`src/rtl/spinand_pkg.sv`:
```
`timescale 1ns/1ps
// Shared constants and types for the SPI-NAND phase engine.
// Assumes a 32-bit register bus with byte addresses and stride 4.
package spinand_pkg;
    localparam int WORD_W  = 32;
    localparam int IO_W    = 4;
    localparam int STEP_W  = 6;

    localparam logic [7:0] OFS_CSEL   = 8'h04;
    localparam logic [7:0] OFS_WCMD   = 8'h08;
    localparam logic [7:0] OFS_RCMD   = 8'h0C;
    localparam logic [7:0] OFS_RDATA  = 8'h10;
    localparam logic [7:0] OFS_WDATA  = 8'h14;
    localparam logic [7:0] OFS_STATUS = 8'h40;

    localparam int ST_BUSY = 3;
    localparam int ST_RD   = 2;
    localparam int ST_WR   = 1;

    typedef enum logic [1:0] {
        LANE_X1 = 2'd0,
        LANE_X2 = 2'd1,
        LANE_X4 = 2'd2
    } lane_t;

    // Map the raw width code; the spare code falls back to one lane.
    function automatic lane_t lane_decode(input logic [1:0] code);
        case (code)
            2'd1:    return LANE_X2;
            2'd2:    return LANE_X4;
            default: return LANE_X1;
        endcase
    endfunction
endpackage

```
`src/rtl/spinand_shifter.sv`:
```
`timescale 1ns/1ps
// Serializer/deserializer for one phase of 1..4 bytes on 1, 2 or 4 lines.
// Generates sck = clk/2, idle low; drives while sck low, samples on rise.
// Assumes start is only pulsed while busy is low.
module spinand_shifter
    import spinand_pkg::*;
(
    input  logic              clk,
    input  logic              rst_n,
    input  logic              start,
    input  logic              start_rd,
    input  logic [1:0]        start_len,
    input  logic [1:0]        start_wid,
    input  logic [WORD_W-1:0] start_word,
    output logic              busy,
    output logic              is_rd,
    output logic              sck,
    output logic [IO_W-1:0]   io_out,
    output logic [IO_W-1:0]   io_oe,
    input  logic [IO_W-1:0]   io_in,
    output logic [WORD_W-1:0] rx_word
);
    logic              busy_q, rd_q, sck_q;
    lane_t             lw_q;
    logic [1:0]        len_q;
    logic [STEP_W-1:0] steps_q;
    logic [WORD_W-1:0] tx_sr, rx_sr;
    logic [WORD_W-1:0] tx_next, rx_next;
    logic [STEP_W-1:0] steps_init;
    lane_t             lw_start;

    // Step count for a new phase: bits divided by lane count.
    always_comb begin
        lw_start   = lane_decode(start_wid);
        steps_init = {({1'b0, start_len} + 3'd1), 3'b000} >> lw_start;
    end

    // Next shift register contents for the current lane width.
    always_comb begin
        case (lw_q)
            LANE_X2: begin
                tx_next = {tx_sr[WORD_W-3:0], 2'b00};
                rx_next = {rx_sr[WORD_W-3:0], io_in[1:0]};
            end
            LANE_X4: begin
                tx_next = {tx_sr[WORD_W-5:0], 4'b0000};
                rx_next = {rx_sr[WORD_W-5:0], io_in[3:0]};
            end
            default: begin
                tx_next = {tx_sr[WORD_W-2:0], 1'b0};
                rx_next = {rx_sr[WORD_W-2:0], io_in[1]};
            end
        endcase
    end

    // Phase sequencer: load, then alternate sck rise (sample) and fall (shift).
    always_ff @(posedge clk) begin
        if (!rst_n) begin
            busy_q  <= 1'b0;
            rd_q    <= 1'b0;
            sck_q   <= 1'b0;
            lw_q    <= LANE_X1;
            len_q   <= 2'd3;
            steps_q <= '0;
            tx_sr   <= '0;
            rx_sr   <= '0;
        end else if (!busy_q) begin
            if (start) begin
                busy_q  <= 1'b1;
                rd_q    <= start_rd;
                lw_q    <= lw_start;
                steps_q <= steps_init;
                tx_sr   <= start_word;
                sck_q   <= 1'b0;
                if (start_rd) begin
                    rx_sr <= '0;
                    len_q <= start_len;
                end
            end
        end else if (!sck_q) begin
            sck_q <= 1'b1;
            if (rd_q) rx_sr <= rx_next;
        end else begin
            sck_q <= 1'b0;
            tx_sr <= tx_next;
            if (steps_q == STEP_W'(1)) busy_q <= 1'b0;
            else                       steps_q <= steps_q - 1'b1;
        end
    end

    // Output line drive for outgoing phases only.
    always_comb begin
        io_out = '0;
        io_oe  = '0;
        if (busy_q && !rd_q) begin
            case (lw_q)
                LANE_X2: begin io_out = {2'b00, tx_sr[WORD_W-1 -: 2]}; io_oe = 4'b0011; end
                LANE_X4: begin io_out = tx_sr[WORD_W-1 -: 4];          io_oe = 4'b1111; end
                default: begin io_out = {3'b000, tx_sr[WORD_W-1]};     io_oe = 4'b0001; end
            endcase
        end
    end

    // Left-align received bits; unused low bytes become zero.
    assign rx_word = rx_sr << {~len_q, 3'b000};
    assign busy    = busy_q;
    assign is_rd   = rd_q;
    assign sck     = sck_q;
endmodule

```
`src/rtl/spinand_regs.sv`:
```
`timescale 1ns/1ps
// Register decode: chip-select word, armed write command, read command
// trigger, read data and status. Assumes single-cycle write strobes.
module spinand_regs
    import spinand_pkg::*;
#(
    parameter int ADDR_W = 8,
    parameter int NUM_CS = 2
) (
    input  logic              clk,
    input  logic              rst_n,
    input  logic              bus_we,
    input  logic [ADDR_W-1:0] bus_addr,
    input  logic [WORD_W-1:0] bus_wdata,
    output logic [WORD_W-1:0] bus_rdata,
    input  logic              busy,
    input  logic              is_rd,
    input  logic [WORD_W-1:0] rx_word,
    output logic              start,
    output logic              start_rd,
    output logic [1:0]        start_len,
    output logic [1:0]        start_wid,
    output logic [WORD_W-1:0] start_word,
    output logic [NUM_CS-1:0] cs_n
);
    localparam int CS_STRIDE = 4;

    logic [WORD_W-1:0] csel_q, wcmd_q;
    logic              armed_q;
    logic              hit_csel, hit_wcmd, hit_rcmd, hit_wdata;

    // Address decode of write strobes.
    always_comb begin
        hit_csel  = bus_we && (bus_addr == ADDR_W'(OFS_CSEL));
        hit_wcmd  = bus_we && (bus_addr == ADDR_W'(OFS_WCMD));
        hit_rcmd  = bus_we && (bus_addr == ADDR_W'(OFS_RCMD));
        hit_wdata = bus_we && (bus_addr == ADDR_W'(OFS_WDATA));
    end

    // Phase launch: reads start on command, writes on data when armed.
    always_comb begin
        start_rd   = hit_rcmd && !busy;
        start      = start_rd || (hit_wdata && armed_q && !busy);
        start_len  = start_rd ? bus_wdata[1:0]   : wcmd_q[1:0];
        start_wid  = start_rd ? bus_wdata[29:28] : wcmd_q[29:28];
        start_word = bus_wdata;
    end

    // Register state: chip select, write command and arming flag.
    always_ff @(posedge clk) begin
        if (!rst_n) begin
            csel_q  <= '1;
            wcmd_q  <= '0;
            armed_q <= 1'b0;
        end else begin
            if (hit_csel) csel_q <= bus_wdata;
            if (hit_wcmd && !busy) begin
                wcmd_q  <= bus_wdata;
                armed_q <= 1'b1;
            end else if (start && !start_rd) begin
                armed_q <= 1'b0;
            end
        end
    end

    // One select line per device, taken every CS_STRIDE bits.
    for (genvar n = 0; n < NUM_CS; n++) begin : g_cs
        assign cs_n[n] = csel_q[n*CS_STRIDE];
    end

    // Combinational read mux.
    always_comb begin
        bus_rdata = '0;
        case (bus_addr)
            ADDR_W'(OFS_CSEL):  bus_rdata = csel_q;
            ADDR_W'(OFS_WCMD):  bus_rdata = wcmd_q;
            ADDR_W'(OFS_RDATA): bus_rdata = rx_word;
            ADDR_W'(OFS_STATUS): begin
                bus_rdata[ST_BUSY] = busy;
                bus_rdata[ST_RD]   = busy && is_rd;
                bus_rdata[ST_WR]   = busy && !is_rd;
            end
            default: bus_rdata = '0;
        endcase
    end
endmodule

```
`src/rtl/spinand_xfer_engine.sv`:
```
`timescale 1ns/1ps
// Top of the SPI-NAND phase engine: register block plus serial shifter.
// Software sequences opcode/address/dummy/data as separate phases.
module spinand_xfer_engine
    import spinand_pkg::*;
#(
    parameter int ADDR_W = 8,
    parameter int NUM_CS = 2
) (
    input  logic              clk,
    input  logic              rst_n,
    input  logic              bus_we,
    input  logic [ADDR_W-1:0] bus_addr,
    input  logic [31:0]       bus_wdata,
    output logic [31:0]       bus_rdata,
    output logic [NUM_CS-1:0] cs_n,
    output logic              sck,
    output logic [3:0]        io_out,
    output logic [3:0]        io_oe,
    input  logic [3:0]        io_in
);
    logic              busy, xfer_rd, start, start_rd;
    logic [1:0]        start_len, start_wid;
    logic [WORD_W-1:0] start_word, rx_word;

    spinand_regs #(.ADDR_W(ADDR_W), .NUM_CS(NUM_CS)) u_regs (
        .clk(clk), .rst_n(rst_n),
        .bus_we(bus_we), .bus_addr(bus_addr), .bus_wdata(bus_wdata),
        .bus_rdata(bus_rdata),
        .busy(busy), .is_rd(xfer_rd), .rx_word(rx_word),
        .start(start), .start_rd(start_rd), .start_len(start_len),
        .start_wid(start_wid), .start_word(start_word), .cs_n(cs_n)
    );

    spinand_shifter u_shift (
        .clk(clk), .rst_n(rst_n),
        .start(start), .start_rd(start_rd), .start_len(start_len),
        .start_wid(start_wid), .start_word(start_word),
        .busy(busy), .is_rd(xfer_rd), .sck(sck),
        .io_out(io_out), .io_oe(io_oe), .io_in(io_in), .rx_word(rx_word)
    );
endmodule

```
`config.mk`:
```
export PLATFORM = sky130hd
export DESIGN_NAME = spinand_xfer_engine
export DESIGN_NICKNAME = d
export VERILOG_FILES = /design/src/rtl/spinand_pkg.sv /design/src/rtl/spinand_shifter.sv /design/src/rtl/spinand_regs.sv /design/src/rtl/spinand_xfer_engine.sv
export SDC_FILE = /design/constraint.sdc
export NUM_CORES = 1
export LEC_CHECK = 0
export ABC_CLOCK_PERIOD_IN_PS = 3650
export BUFFER_PORTS_ARGS = -buffer_cell sky130_fd_sc_hd__buf_2
export CORE_MARGIN = 3
export CORE_UTILIZATION = 40
export DETAILED_ROUTE_END_ITERATION = 8
export MAX_ROUTING_LAYER = met4
export SLEW_MARGIN = 15
export SYNTH_ARGS = -nofsm -noshare
export SYNTH_HDL_FRONTEND = slang
export SYNTH_HIERARCHICAL = 1
export SYNTH_SLANG_ARGS = --single-unit
```
`constraint.sdc`:
```
create_clock -name clk -period 3.65 [get_ports clk]
set_input_delay 0.73 -clock clk [delete_from_list [all_inputs] [get_ports clk]]
set_output_delay 0.73 -clock clk [all_outputs]
set_load 0.03 [all_outputs]
```
==> results.toml, run 1 <==
[status]
status = "finished clean"

[cells_and_area]
drive_gt1_frac = 0.166
multi_input_area_sq_um = 4880
regArea_sq_um = 2840
fill_cells = 2090
area.growth.synth_to_final_pct = 11.4
layout.cells.non_filler = 1389
final_nets = 1152

[die]
core_area_sq_um = 21200
initial_utilization = 0.409
die_w_um = 153
dieArea_sq_um = 23400
rows = 53
io_pins = 90
fp.dieH_um = 153

[synthesis]
synth_ff_type = "dfxtp_1"
ys_seq_area_frac = 0.329
synthArstFlopShare = 0
synth_area_leaders = "dfxtp_1 33%, mux2i_1 6.7%, nand2_1 6.6%, a22oi_1 5.6%, o21ai_0 3.9%"
synth_most_common_cell = "nand2_1"
syn_nets = 1157
synth_edf_count = 0
ys_seq_elements = 142
yosys.cell_types.count = 58
synth.cells.most_frequent = "152 x nand2_1, 142 x dfxtp_1, 77 x clkbuf_1"
synth_area_leader_cell = "dfxtp_1"
synth_top_area_frac = 0.329
yosys_warnings = 6
avgSynthCellArea_sq_um = 7.82
synth_cells = 1105
syn-cell-area_sq_um = 8650

[timing]
setup_viol = 0
rsz0062_at_grt = "no"
tightest_slew_ns = 0.901
max_freq_ghz = 0.295
maxSlewViolCount = 0
layout_setup_ws_ns = 0.258
min_period_ns = 3.39
maxSlewHeadroom = 0.399
period_share = 0.929
finalClockSkew_ns = 0.0104
hold_slack_ns = 0.466
finalSetupTns_ns = 0
hold_viol_final = 0

[critical_path]
worstPathArrival_ns = 2.66
crit_fanout = 25
critPathLaunchType = "input pin"
reg2reg_to = "u_shift/tx_sr[30]"
end_kind = "output port"
regToRegSetupSlack_ns = 1.14
path_class = "input pin to output port"
r2r_start = "u_shift/lw_q[0]"
r2r_cells = 7
critPathRequiredTime_ns = 2.92

[clock_tree]
htree_levels = 4
clockBufferDepth = 2
cts.repair.resized = 0
clock-sinks = 142
cts_made_buffers = 17
hold_buffers = 0
post_cts_buffers = 0
clk_pin_slew_ns = 0.06
clk_root_buffer_cell = "clkbuf_16"
cts_tree = "done"
insertion_delay_ns = 0.43

[worst_hold_path]
hold_depth = 2
whs_endpoint = "u_regs/wcmd_q[24]"
worst_hold_path_type = "register to register"
holdCritStartpoint = "u_regs/wcmd_q[24]"

[power_and_ir_drop]
seqPwrFrac = 0.438
p_comb_frac = 0.048
irDropWorstVdd_mv = 0.272
swShare = 0.251
p_sw_mw = 0.891
power.total_mw = 3.55
p_per_area_nw_per_um2 = 368
cell_internal_pwr_mw = 2.65
leakage_nw = 3.76
power_frac_clock = 0.515

[drt]
avgRoutedWirePerCell_um = 19.5
drt_first_iter_violations = 851
drtPass1Iterations = 7
antenna_left = 0
drc_errors = 0
drt-total-wl_um = 27100
viasPerCell = 5.93
num_vias = 8241

[global_routing]
grt_pass1_vias = 7475
grt_util_all_layers = 0.230
grt_overflow = 0
grt_pass1_wl_um = 42800
antenna_found_initial = 1
grt_max_degree = 130

[placed_design]
hpwl_um = 18200
dp_cells = 1356
io_buffers = 89
finalWeightedCongestion = 0.863
dp_worst_setup_slack_ns = 0.185

[run]
cap_violations = 0
## power groups by stage
stage	clock network (mW)	registers, mW	logic [mW]
after floorplan	0	1.59	0.113
after CTS	1.85	1.55	0.166
after global placement	0	1.59	0.165
final	1.82	1.55	0.168
after detailed placement	0	1.59	0.165
after global routing	1.92	1.55	0.183
## layout by cell type (no fill, tap or decap), types with 3 or more instances in the layout
master | Yosys | final
nand2_1 | 152 | 152
dfxtp_1 | 142 | 142
buf_2 | 21 | 88
o21ai_0 | 67 | 67
a22oi_1 | 65 | 65
a21oi_1 | 64 | 64
nor3_1 | 63 | 61
mux2i_1 | 58 | 58
inv_1 | 55 | 55
nor2_1 | 47 | 47
nor2b_1 | 42 | 42
a221o_1 | 32 | 32
buf_4 | 38 | 31
a221oi_1 | 28 | 28
o211ai_1 | 18 | 18
clkbuf_16 | 0 | 17
o221ai_1 | 17 | 17
o41ai_1 | 15 | 15
a22o_1 | 12 | 12
and3_1 | 11 | 11
mux2_2 | 9 | 9
inv_6 | 0 | 5
nand2b_1 | 5 | 5
nand3_1 | 5 | 5
mux2_4 | 4 | 4
inv_8 | 0 | 3
buf_12 | 0 | 3
or2_2 | 3 | 3
nand3b_1 | 3 | 3
o22ai_1 | 3 | 3
ha_1 | 5 | 3
## per-layer routing
metal | share of wire | GRT usage | vias to the layer above
met5 | 0 | - | -
li1 | - | - | 3966
met1 | 0.47 | 0.328 | 3979
met3 | 0.061 | 0.0436 | 27
met2 | 0.44 | 0.335 | 269
met4 | 0.022 | 0.0619 | 0
## state kept, by name, indices dropped and copies added (netlist names)
| register | flops |
|---|---|
| u_regs/csel_q | 32 |
| u_regs/wcmd_q | 32 |
| u_shift/rx_sr | 32 |
| u_shift/tx_sr | 32 |
| u_shift/steps_q | 6 |
| u_shift/len_q | 2 |
| u_shift/lw_q | 2 |
| u_regs/armed_q | 1 |
| u_shift/busy | 1 |
| u_shift/is_rd | 1 |
| u_shift/sck | 1 |
## cell families (layout without fill, tap and decap cells)
group                    after synthesis  count (layout)  synth area share
AND/OR/NAND/NOR                      348             348             0.192
AO/OA/AOI/OAI                        334             334             0.274
buffers and inverters                203             211             0.109
flip-flops                           142             142             0.329
multiplexers                          71              71            0.0858
adder cells (fa/ha/maj)                5               5           0.00724
XOR/XNOR                               2               2           0.00203
other                                  0               1                 0
## final cells by class
type                            instances  share of cell area
Multi-Input combinational cell        760               0.507
Sequential cell                       142               0.295
Timing Repair Buffer                  122              0.0762
Clock buffer                           18              0.0456
Tap cell                              275              0.0357
Inverter                               57              0.0222
Clock inverter                         14              0.0177
Antenna cell                            1            0.000260
## per-stage QoR
stage / instance area (sq um) / utilization
after floorplan: 8650 / -
final: 9630 / 0.455
after global routing: 9630 / 0.455
after CTS: 9630 / 0.455
after detailed placement: 9020 / 0.426
after global placement: 9020 / 0.426
## worst max path at each step
stage | start | slack [ns] | to | cells after the start
global placement | bus_addr[5] | 0.23 | u_shift/steps_q[4] | 9
floorplan | bus_addr[5] | 0.28 | u_shift/steps_q[4] | 10
CTS | bus_addr[2] | 0.25 | bus_rdata[16] | 5
global route | bus_addr[2] | 0.17 | bus_rdata[30] | 6
finish | bus_addr[2] | 0.26 | bus_rdata[5] | 5
detailed placement | bus_addr[5] | 0.18 | u_shift/steps_q[4] | 9
## worst max-delay path, stage by stage
cell and delay [ns]:
buf_2 0.14, or4b_2 0.99, nor3_1 0.37, a221o_1 0.21
buf_2 0.21
No activity file was read; power rests on OpenSTA's default activity.
==> run 2: changes to the inputs <==
--- a/config.mk
+++ b/config.mk
@@ -8,9 +8,10 @@
 export ABC_CLOCK_PERIOD_IN_PS = 3650
 export BUFFER_PORTS_ARGS = -buffer_cell sky130_fd_sc_hd__buf_2
 export CORE_MARGIN = 3
-export CORE_UTILIZATION = 40
+export CORE_UTILIZATION = 60
 export DETAILED_ROUTE_END_ITERATION = 8
 export MAX_ROUTING_LAYER = met4
+export PLACE_DENSITY = 0.81
 export SLEW_MARGIN = 15
 export SYNTH_ARGS = -nofsm -noshare
 export SYNTH_HDL_FRONTEND = slang
==> run 2 against run 1 <==
Against the previous run: non-clock buffer count down 4; critical path type unchanged; flip-flop and latch count unchanged; critical path depth grew 2; register-to-register slack worse by 0.07 ns; design area down 1.5%; combinational power about the same; via count grew 3.1%; core utilization up 22 points; cell count is 7.1% lower; die area is 32% lower; critical endpoint is now bus_rdata[2].
==> results.toml, run 2 (synthesized netlist as in run 1, its figures left out) <==
[global_routing]
grt_pass1_vias = 7522
grt_overflow = 0
grt_pass1_wl_um = 40200
grt_max_degree = 67
grt_util_all_layers = 0.322
antenna_found_initial = 1

[critical_path]
regToRegSetupSlack_ns = 1.07
worstPathArrival_ns = 2.75
path_class = "input pin to output port"
critPathLaunchType = "input pin"
crit_fanout = 34
r2r_start = "u_shift/busy"
critPathRequiredTime_ns = 2.92
r2r_cells = 8
end_kind = "output port"
reg2reg_to = "u_shift/steps_q[3]"

[clock_tree]
hold_buffers = 0
clk_pin_slew_ns = 0.06
cts.repair.resized = 0
htree_levels = 4
cts_made_buffers = 17
insertion_delay_ns = 0.43
clk_root_buffer_cell = "clkbuf_16"
clock-sinks = 142
post_cts_buffers = 0
cts_tree = "done"
clockBufferDepth = 2

[cells_and_area]
final_nets = 1148
area.growth.synth_to_final_pct = 9.65
fill_cells = 1151
drive_gt1_frac = 0.163
final_cell_mix = "152 x nand2_1, 142 x dfxtp_1, 88 x buf_2"
final_common_cell = "nand2_1"
final_core_util = 0.678

[timing]
setup_viol = 0
hold_viol_final = 0
finalSetupTns_ns = 0
tightest_slew_ns = 1.04
period_share = 0.955
rsz0062_at_grt = "no"
min_period_ns = 3.48
maxSlewViolCount = 0
maxSlewHeadroom = 0.307
layout_setup_ws_ns = 0.165
finalClockSkew_ns = 0.00683
max_freq_ghz = 0.287

[placed_design]
hpwl_um = 17000
io_buffers = 89
finalWeightedCongestion = 0.995
dp_worst_setup_slack_ns = 0.195

[drt]
viasPerCell = 6.59
drt-total-wl_um = 25200
antenna_left = 0
drt_first_iter_violations = 1188
num_vias = 8500
drc_errors = 0
drtPass1Iterations = 6
avgRoutedWirePerCell_um = 19.6

[die]
rows = 43
die_w_um = 126
core_area_sq_um = 14000
initial_utilization = 0.618
fp.dieH_um = 126
io_pins = 90
dieArea_sq_um = 15900

[worst_hold_path]
worst_hold_path_type = "register to register"
holdCritStartpoint = "u_regs/wcmd_q[12]"
hold_depth = 2
whs_endpoint = "u_regs/wcmd_q[12]"

[power_and_ir_drop]
power.total_mw = 3.57
leakage_nw = 3.75
irDropWorstVdd_mv = 0.386
p_per_area_nw_per_um2 = 377

[status]
status = "finished clean"

[run]
cap_violations = 0
==> run 2: cell count changes in the layout (fill, tap and decap cells not counted), sizes merged <==
cell | previous run | this run
buf | 122 | 118
bufinv | 2 | 3
clkbuf | 18 | 21
clkinv | 3 | 6
clkinvlp | 2 | 1
inv | 64 | 58
==> run 2: worst max-delay path by stage <==
stage                      from                 end
floorplan           bus_addr[5]  u_shift/steps_q[4]
global placement    bus_addr[5]  u_shift/steps_q[4]
detailed placement  bus_addr[5]        bus_rdata[2]
CTS                 bus_addr[5]        bus_rdata[2]
global route        bus_addr[5]        bus_rdata[1]
finish              bus_addr[5]        bus_rdata[2]
==> run 2: metrics by stage <==
stage / hold WS, ns / area, sq um / cells
after global placement: 0.444 / 8840 / 1257
after global routing: 0.488 / 9480 / 1290
after CTS: 0.463 / 9480 / 1289
after floorplan: 0.435 / 8650 / 1105
after detailed placement: 0.452 / 8840 / 1257
final: 0.464 / 9480 / 1290
==> run 2: final cells by class <==
class | instances | area [sq um] | area share
multi-input combinational | 760 | 4880 | 0.515
sequential | 142 | 2840 | 0.300
timing repair buffer | 118 | 678 | 0.0715
clock buffer | 21 | 480 | 0.0507
tap | 180 | 225 | 0.0238
inverter | 57 | 214 | 0.0226
clock inverter | 11 | 155 | 0.0164
antenna | 1 | 2.50 | 0.000264
==> run 2: per-layer routing <==
metal | part of all wire | GRT usage
met1 | 0.41 | 0.423
met2 | 0.44 | 0.461
met3 | 0.11 | 0.0818
met4 | 0.048 | 0.158
met5 | 0 | -
==> run 2: power breakdown <==
group / switching, mW / internal [mW] / total [mW]
combinational: 0.117 / 0.0478 / 0.165
sequential: 0.00194 / 1.55 / 1.55
clock: 0.698 / 1.15 / 1.85
total: 0.817 / 2.75 / 3.57
==> run 2: worst max-delay path: stages <==
cell and delay [ns]:
buf_2 0.10, or4_4 0.57, buf_4 0.28, nor3_2 0.35, buf_4 0.29, a221o_1 0.22
buf_2 0.21
==> run 3: changes to the inputs <==
--- a/config.mk
+++ b/config.mk
@@ -5,10 +5,11 @@
 export SDC_FILE = /design/constraint.sdc
 export NUM_CORES = 1
 export LEC_CHECK = 0
-export ABC_CLOCK_PERIOD_IN_PS = 3650
+export ABC_CLOCK_PERIOD_IN_PS = 3830
 export BUFFER_PORTS_ARGS = -buffer_cell sky130_fd_sc_hd__buf_2
 export CORE_MARGIN = 3
 export CORE_UTILIZATION = 60
+export CTS_CLUSTER_SIZE = 24
 export DETAILED_ROUTE_END_ITERATION = 8
 export MAX_ROUTING_LAYER = met4
 export PLACE_DENSITY = 0.81
==> constraint.sdc (replaced) <==
create_clock -name clk -period 3.83 [get_ports clk]
set_input_delay 0.766 -clock clk [delete_from_list [all_inputs] [get_ports clk]]
set_output_delay 0.766 -clock clk [all_outputs]
set_load 0.03 [all_outputs]
==> run 3 against run 2 <==
Against the previous run: routed wire length grew 0.71%; sequential share of layout area rose by 0.099 points; via count fell by 0.67%; core utilization shrank 0.22 points; flip-flop and latch count is the same; worst setup slack better by 0.19 ns; highest routed layer unchanged; clock skew about the same; total power down 6.4%; die area unchanged; first-iteration DRC count shrank 18%; combinational power down 6%; cell count fell by 0.47%.
==> results.toml, run 3 (synthesized netlist as in run 1, its figures left out) <==
[drt]
num_vias = 8443
avgRoutedWirePerCell_um = 19.8
drc_errors = 0
drt-total-wl_um = 25400
viasPerCell = 6.58
drt_first_iter_violations = 974
antenna_left = 0
drtPass1Iterations = 7

[clock_tree]
hold_buffers = 0
clockBufferDepth = 2
cts_made_buffers = 17
clk_pin_slew_ns = 0.06
clock-sinks = 142
htree_levels = 4
insertion_delay_ns = 0.43
cts.repair.resized = 0
post_cts_buffers = 0
clk_root_buffer_cell = "clkbuf_16"
cts_tree = "done"

[cells_and_area]
multi_input_area_sq_um = 4880
drive_gt1_frac = 0.159
regArea_sq_um = 2840
fill_cells = 1158
final_common_cell = "nand2_1"
design_area_sq_um = 9450
area.growth.synth_to_final_pct = 9.29
final_cell_mix = "152 x nand2_1, 142 x dfxtp_1, 88 x buf_2"
final_nets = 1143

[timing]
setup_viol = 0
layout_setup_ws_ns = 0.352
hold_viol_final = 0
min_period_ns = 3.48
maxSlewHeadroom = 0.335
finalSetupTns_ns = 0
maxSlewViolCount = 0
period_share = 0.908
tightest_slew_ns = 0.997
max_freq_ghz = 0.287
hold_slack_ns = 0.464
rsz0062_at_grt = "no"
finalClockSkew_ns = 0.00730

[global_routing]
antenna_found_initial = 1
grt_util_all_layers = 0.322
grt_pass1_wl_um = 40100
grt_overflow = 0
grt_max_degree = 74
grt_pass1_vias = 7420

[worst_hold_path]
holdCritStartpoint = "u_regs/wcmd_q[21]"
whs_endpoint = "u_regs/wcmd_q[21]"
hold_depth = 2
worst_hold_path_type = "register to register"

[placed_design]
io_buffers = 89
hpwl_um = 16600
finalWeightedCongestion = 0.981
place_area_sq_um = 8840
dp_worst_setup_slack_ns = 0.334

[power_and_ir_drop]
irDropWorstVdd_mv = 0.327
leakage_nw = 3.72
p_per_area_nw_per_um2 = 354
power.total_mw = 3.34

[critical_path]
end_kind = "output port"
crit_start = "bus_addr[2]"
r2r_start = "u_shift/busy"
r2r_cells = 8
critPathLaunchType = "input pin"
reg2reg_to = "u_shift/steps_q[4]"
critPathRequiredTime_ns = 3.06
crit_fanout = 29
worstPathArrival_ns = 2.71
path_class = "input pin to output port"
regToRegSetupSlack_ns = 1.26

[die]
die_w_um = 126
rows = 43
dieArea_sq_um = 15900
fp.dieH_um = 126
core_area_sq_um = 14000
io_pins = 90
initial_utilization = 0.618

[run]
cap_violations = 0

[status]
status = "finished clean"
## run 3: changes by cell type in the layout (fill, tap and decap cells not counted)
cell      change
buf_4         -8
clkinv_2      +2
buf_12        +3
clkbuf_8      -3
## run 3: layout make-up
type                       count  area share
antenna                        1    0.000265
inverter                      57      0.0226
timing repair buffer         113      0.0718
clock inverter                13      0.0175
sequential                   142       0.301
tap                          180      0.0238
clock buffer                  18      0.0465
multi-input combinational    760       0.517
## run 3: worst max-delay path by stage
stage,to,slack (ns),cells after the start
final,bus_rdata[18],0.35,6
after global routing,bus_rdata[18],0.29,6
after CTS,bus_rdata[18],0.37,6
after detailed placement,u_shift/steps_q[4],0.33,9
after global placement,u_shift/steps_q[4],0.39,9
after floorplan,u_shift/steps_q[4],0.42,10
## run 3: per-stage QoR
step                      instances  utilization
after floorplan                1105            -
after global placement         1252        0.632
after detailed placement       1252        0.632
after CTS                      1283        0.675
after global routing           1284        0.675
final                          1284        0.675
## run 3: critical path, stage by stage
cell	delay [ns]
buf_2	0.15
or4b_2	1.03
nor3_1	0.29
buf_4	0.17
a221o_1	0.11
buf_2	0.19
## run 3: layer usage
| metal | track usage | up-vias | wire length [um] |
|---|---|---|---|
| met5 | - | - | 0 |
| met1 | 0.429 | 3939 | 10400 |
| li1 | - | 3948 | - |
| met4 | 0.164 | 0 | 1260 |
| met2 | 0.458 | 489 | 11100 |
| met3 | 0.0738 | 67 | 2590 |
## run 3: where the power goes
group          switching (mW)  internal, mW  total (mW)
Combinational           0.109        0.0454       0.155
Clock                   0.665          1.04        1.71
Sequential            0.00185          1.48        1.48
